## src/rtl/dsr_pkg.sv

```systemverilog
package dsr_pkg;
  typedef enum logic {
    OUT_COMB = 1'b0,
    OUT_REG  = 1'b1
  } dsr_out_e;

  localparam int DSR_SEL_W_DEFAULT = 4;
  localparam int DSR_WIDTH_DEFAULT = 4;
endpackage

```

## src/rtl/dsr_stage_chain.sv

```systemverilog
module dsr_stage_chain #(
  parameter int WIDTH  = 4,
  parameter int STAGES = 16
) (
  input  logic                      clk,
  input  logic                      rst_n,
  input  logic                      shift_en,
  input  logic [WIDTH-1:0]          din,
  output logic [STAGES*WIDTH-1:0]   stage_bus
);
  logic [WIDTH-1:0] stg_q [STAGES];
  logic [WIDTH-1:0] stg_d [STAGES];

  // Next-state for each stage: its predecessor, stage 0 takes din.
  generate
    for (genvar k = 0; k < STAGES; k++) begin : g_stage
      if (k == 0) begin : g_head
        always_comb stg_d[k] = din;
      end else begin : g_body
        always_comb stg_d[k] = stg_q[k-1];
      end

      // No reset on the storage: contents are defined by flushing.
      always_ff @(posedge clk) begin
        if (shift_en) begin
          stg_q[k] <= stg_d[k];
        end
      end

      assign stage_bus[k*WIDTH +: WIDTH] = stg_q[k];
    end
  endgenerate

  p_shift_in_r1: assert property (@(posedge clk) disable iff (!rst_n)
    shift_en |=> stage_bus[WIDTH-1:0] == $past(din));

  p_hold_r3: assert property (@(posedge clk) disable iff (!rst_n)
    !shift_en |=> $stable(stage_bus));
endmodule

```

## src/rtl/dsr_tap_mux.sv

```systemverilog
module dsr_tap_mux #(
  parameter int WIDTH = 4,
  parameter int SEL_W = 4,
  localparam int STAGES = 1 << SEL_W
) (
  input  logic [STAGES*WIDTH-1:0] stage_bus,
  input  logic [SEL_W-1:0]        tap_sel,
  output logic [WIDTH-1:0]        tap
);
  // STAGES is a power of two, so every code names a real stage.
  always_comb begin
    tap = stage_bus[int'(tap_sel)*WIDTH +: WIDTH];
  end
endmodule

```

## src/rtl/dsr_out_reg.sv

```systemverilog
module dsr_out_reg #(
  parameter int WIDTH = 4
) (
  input  logic             clk,
  input  logic             rst_n,
  input  logic             load_en,
  input  logic [WIDTH-1:0] d,
  output logic [WIDTH-1:0] q
);
  logic [WIDTH-1:0] q_nxt;

  always_comb begin
    q_nxt = q;
    if (load_en) q_nxt = d;
  end

  always_ff @(posedge clk or negedge rst_n) begin
    if (!rst_n) q <= '0;
    else        q <= q_nxt;
  end

  p_reg_load_r6: assert property (@(posedge clk) disable iff (!rst_n)
    load_en |=> q == $past(d));

  p_reg_hold_r3: assert property (@(posedge clk) disable iff (!rst_n)
    !load_en |=> $stable(q));
endmodule

```

## src/rtl/dyn_shift_line.sv

```systemverilog
module dyn_shift_line #(
  parameter int               WIDTH    = dsr_pkg::DSR_WIDTH_DEFAULT,
  parameter int               SEL_W    = dsr_pkg::DSR_SEL_W_DEFAULT,
  parameter dsr_pkg::dsr_out_e OUT_MODE = dsr_pkg::OUT_COMB,
  localparam int              STAGES   = 1 << SEL_W
) (
  input  logic             clk,
  input  logic             rst_n,
  input  logic             shift_en,
  input  logic [WIDTH-1:0] din,
  input  logic [SEL_W-1:0] tap_sel,
  output logic [WIDTH-1:0] dout,
  output logic [WIDTH-1:0] chain_out
);
  logic [STAGES*WIDTH-1:0] stage_bus;
  logic [WIDTH-1:0]        tap;

  dsr_stage_chain #(.WIDTH(WIDTH), .STAGES(STAGES)) u_chain (
    .clk       (clk),
    .rst_n     (rst_n),
    .shift_en  (shift_en),
    .din       (din),
    .stage_bus (stage_bus)
  );

  dsr_tap_mux #(.WIDTH(WIDTH), .SEL_W(SEL_W)) u_mux (
    .stage_bus (stage_bus),
    .tap_sel   (tap_sel),
    .tap       (tap)
  );

  assign chain_out = stage_bus[(STAGES-1)*WIDTH +: WIDTH];

  generate
    if (OUT_MODE == dsr_pkg::OUT_REG) begin : g_reg_out
      dsr_out_reg #(.WIDTH(WIDTH)) u_oreg (
        .clk     (clk),
        .rst_n   (rst_n),
        .load_en (shift_en),
        .d       (tap),
        .q       (dout)
      );
    end else begin : g_comb_out
      assign dout = tap;

      // code 0 means one enabled edge of delay, unless the code moved.
      p_depth0_r2: assert property (@(posedge clk) disable iff (!rst_n)
        (shift_en && tap_sel == '0) |=> (tap_sel != '0) || (dout == $past(din)));
    end
  endgenerate

  // the cascade port follows the second-to-last stage by one enabled edge.
  p_cascade_r5: assert property (@(posedge clk) disable iff (!rst_n)
    shift_en |=> chain_out == $past(stage_bus[(STAGES-2)*WIDTH +: WIDTH]));
endmodule

```

## config.mk

```make
export PLATFORM = sky130hd
export DESIGN_NAME = dyn_shift_line
export DESIGN_NICKNAME = d
export VERILOG_FILES = /design/src/rtl/dsr_pkg.sv /design/src/rtl/dsr_stage_chain.sv /design/src/rtl/dsr_tap_mux.sv /design/src/rtl/dsr_out_reg.sv /design/src/rtl/dyn_shift_line.sv
export SDC_FILE = /design/constraint.sdc
export NUM_CORES = 1
export LEC_CHECK = 0
export ABC_AREA = 1
export BUFFER_PORTS_ARGS = -buffer_cell sky130_fd_sc_hd__buf_2
export CAP_MARGIN = 30
export CORE_ASPECT_RATIO = 1.75
export CORE_MARGIN = 4
export CORE_UTILIZATION = 62
export CTS_BUF_LIST = sky130_fd_sc_hd__clkbuf_8
export CTS_CLUSTER_SIZE = 28
export DETAILED_ROUTE_END_ITERATION = 12
export PLACE_DENSITY = 0.81
export SYNTH_ARGS = -nofsm -noshare
export SYNTH_HDL_FRONTEND = slang
export SYNTH_SLANG_ARGS = --single-unit
```

## constraint.sdc

```tcl
create_clock -name clk -period 2.76 [get_ports clk]
set_input_delay 0.552 -clock clk [delete_from_list [all_inputs] [get_ports clk]]
set_output_delay 0.552 -clock clk [all_outputs]
set_load 0.005 [all_outputs]
```

==> results.cfg <==
[finish]
largest_register_ff_count = 64
largest-register = u_chain.stg_q
fillers = 347
nNetsFinal = 292
antenna_cells = 0
mostFrequentLayoutCells = nand2_1, edfxtp_1, inv_1
regArea_um2 = 1922
multi_input_area_um2 = 575.6
final_common_cell = nand2_1
reg_top3 = u_chain.stg_q x64
drive_above_1_share = 0.1439
area_growth_pct = 7.414
utilization = 0.6915

[cts]
clock_path_buffers = 2
cts_root_buf = clkbuf_8
tritoncts = built
path_clk_slew_ns = 0.06
post_cts_resized = 0
cts_made_buffers = 9
post_cts_buffers = 0
clock_sinks = 64
cts_max_level = 3
holdBufCountCts = 0
clock_latency_ns = 0.34

[drt]
wl_um = 4974
firstDrtPassIters = 6
antenna_left = 0
drc = 0
avgViaCountPerCell = 5.339
vias = 1794
drt_iter0_drc = 71
wire_per_inst_um = 14.80

[power]
peakVddDrop_mv = 0.5348
p_total_mw = 1.942
p_leak_nw = 1.396
power_frac_comb = 0.080
p_switching_mw = 0.4495
power.density_nw_per_um2 = 637.7
cell_internal_pwr_mw = 1.492
seqPwrFrac = 0.600
swShare = 0.2315
clkPwrFrac = 0.320

[critical_path]
crit_top_cell = nand3_1
cp_top_family = buffers and inverters
max_stage_delay_ns = 0.33
arrival_ns = 1.54
r2r_cells = 0
r2r_end = u_chain.stg_q[1][14]$_DFFE_PP_
cp_num_cells = 7
critPathKind = primary input to primary output
r2r_slack_ns = 2.05
crit_slowest_cell = buf_2
crit_chain = buf_2, inv_4, nand3_1, nand3_1, nand3_1, nand2_1, buf_2
cp-startpoint = tap_sel[1]
crit_path_end_kind = primary output
crit_end = dout[2]
cp_num_buf_inv = 3
path_max_fanout = 17
start_kind = primary input
critical_path_required_ns = 2.21
r2r_start = u_chain.stg_q[1][10]$_DFFE_PP_

[synthesis]
postSynthCellCount = 263
synth-seq-cells = 64
synth_fp_nets = 274
synth.cell_area_um2 = 2835
synth.avg_cell_area_um2 = 10.78
ys_warn_count = 0
synth.distinct_cells = 11
synth_seq_area_share = 0.6778

[timing]
max_slew_margin = 0.6746
max_freq_ghz = 0.4776
fin_crit_sh = 0.7586
finClkSkew_ns = 0.008362
rsz0062_at_grt = false
hold_viol = 0
fin_tns_setup_ns = 0
setup_viol = 0
finalMaxSlewViolations = 0
period_needed_ns = 2.094
tightest_slew_ns = 0.4881

[floorplanning]
dieWidth_um = 59.12
die_y_um = 97.46
rows = 32
core_area_um2 = 4404
die-area_um2 = 5762
start_util = 0.6437
num_io_pins = 19

[global_route]
grt_max_degree = 33
grt.total_usage = 0.1960
antenna_found_initial = 0
grt_first_pass_wirelength_um = 8280
grt_overflow = 0
grt_pass1_vias = 1844

[place]
gp_congestion = 0.7335
portBuffers = 17
hpwl_um = 3158

[run]
drv_cap = 0

[min_path]
min_path_type = primary input to flop

[run_status]
status = finished clean
==> area by class of cell <==
class                   instances  area share
repair buffers                 22     0.04437
clock inverters                 6    0.007395
multi-input cells             132      0.1890
well taps                      51     0.02095
clock buffers                   9     0.04067
flip-flops and latches         64      0.6311
inverters                      52     0.06656
==> worst min path at each step <==
stage,startpoint,to,slack (ns),cells after the start
after floorplan,u_chain.stg_q[0][6]$_DFFE_PP_,u_chain.stg_q[0][10]$_DFFE_PP_,0.43,0
after global placement,u_chain.stg_q[0][5]$_DFFE_PP_,u_chain.stg_q[0][9]$_DFFE_PP_,0.43,0
after detailed placement,u_chain.stg_q[3][2]$_DFFE_PP_,u_chain.stg_q[3][6]$_DFFE_PP_,0.43,0
after CTS,din[3],u_chain.stg_q[0][3]$_DFFE_PP_,0.37,1
after global routing,din[0],u_chain.stg_q[0][0]$_DFFE_PP_,0.37,1
final,din[0],u_chain.stg_q[0][0]$_DFFE_PP_,0.39,1
==> metrics by stage <==
step	area [um^2]	hold WS, ns	cells	setup WS, ns
after floorplan	2835	0.4264	263	1.048
after global placement	2899	0.4310	321	0.6643
after detailed placement	2899	0.4324	321	0.6549
after CTS	3045	0.3735	336	0.6522
after global routing	3045	0.3739	336	0.5557
final	3045	0.3876	336	0.6662
==> cell families after synthesis <==
family | synth area share
buffers and inverters | 0.1192
and+or+nand+nor | 0.2030
DFF | 0.6778
==> synth_stat cells (all sizes together) <==
library cell / count / area, um^2
inv: 52 / 202.7
nand3: 48 / 240.2
edfxtp: 64 / 1922
buf: 15 / 135.1
nand2: 84 / 335.3
==> layer usage <==
layer  vias to the layer above  routed length (um)  global-route usage
met3                        11                 239             0.06649
met1                       869                2022              0.2317
met4                         0                 144             0.09948
li1                        876                   -                   -
met2                        38                2567              0.3092
met5                         -                   0                   0
==> power by group through the flow <==
stage	sequential (mW)	combinational [mW]	clock, mW
2_1_floorplan	1.17	0.109	0
5_1_grt	1.17	0.176	0.683
3_3_place_gp	1.18	0.151	0
6_report	1.17	0.155	0.622
4_1_cts	1.16	0.157	0.634
3_5_place_dp	1.18	0.156	0
(Power assumes the default switching activity.)
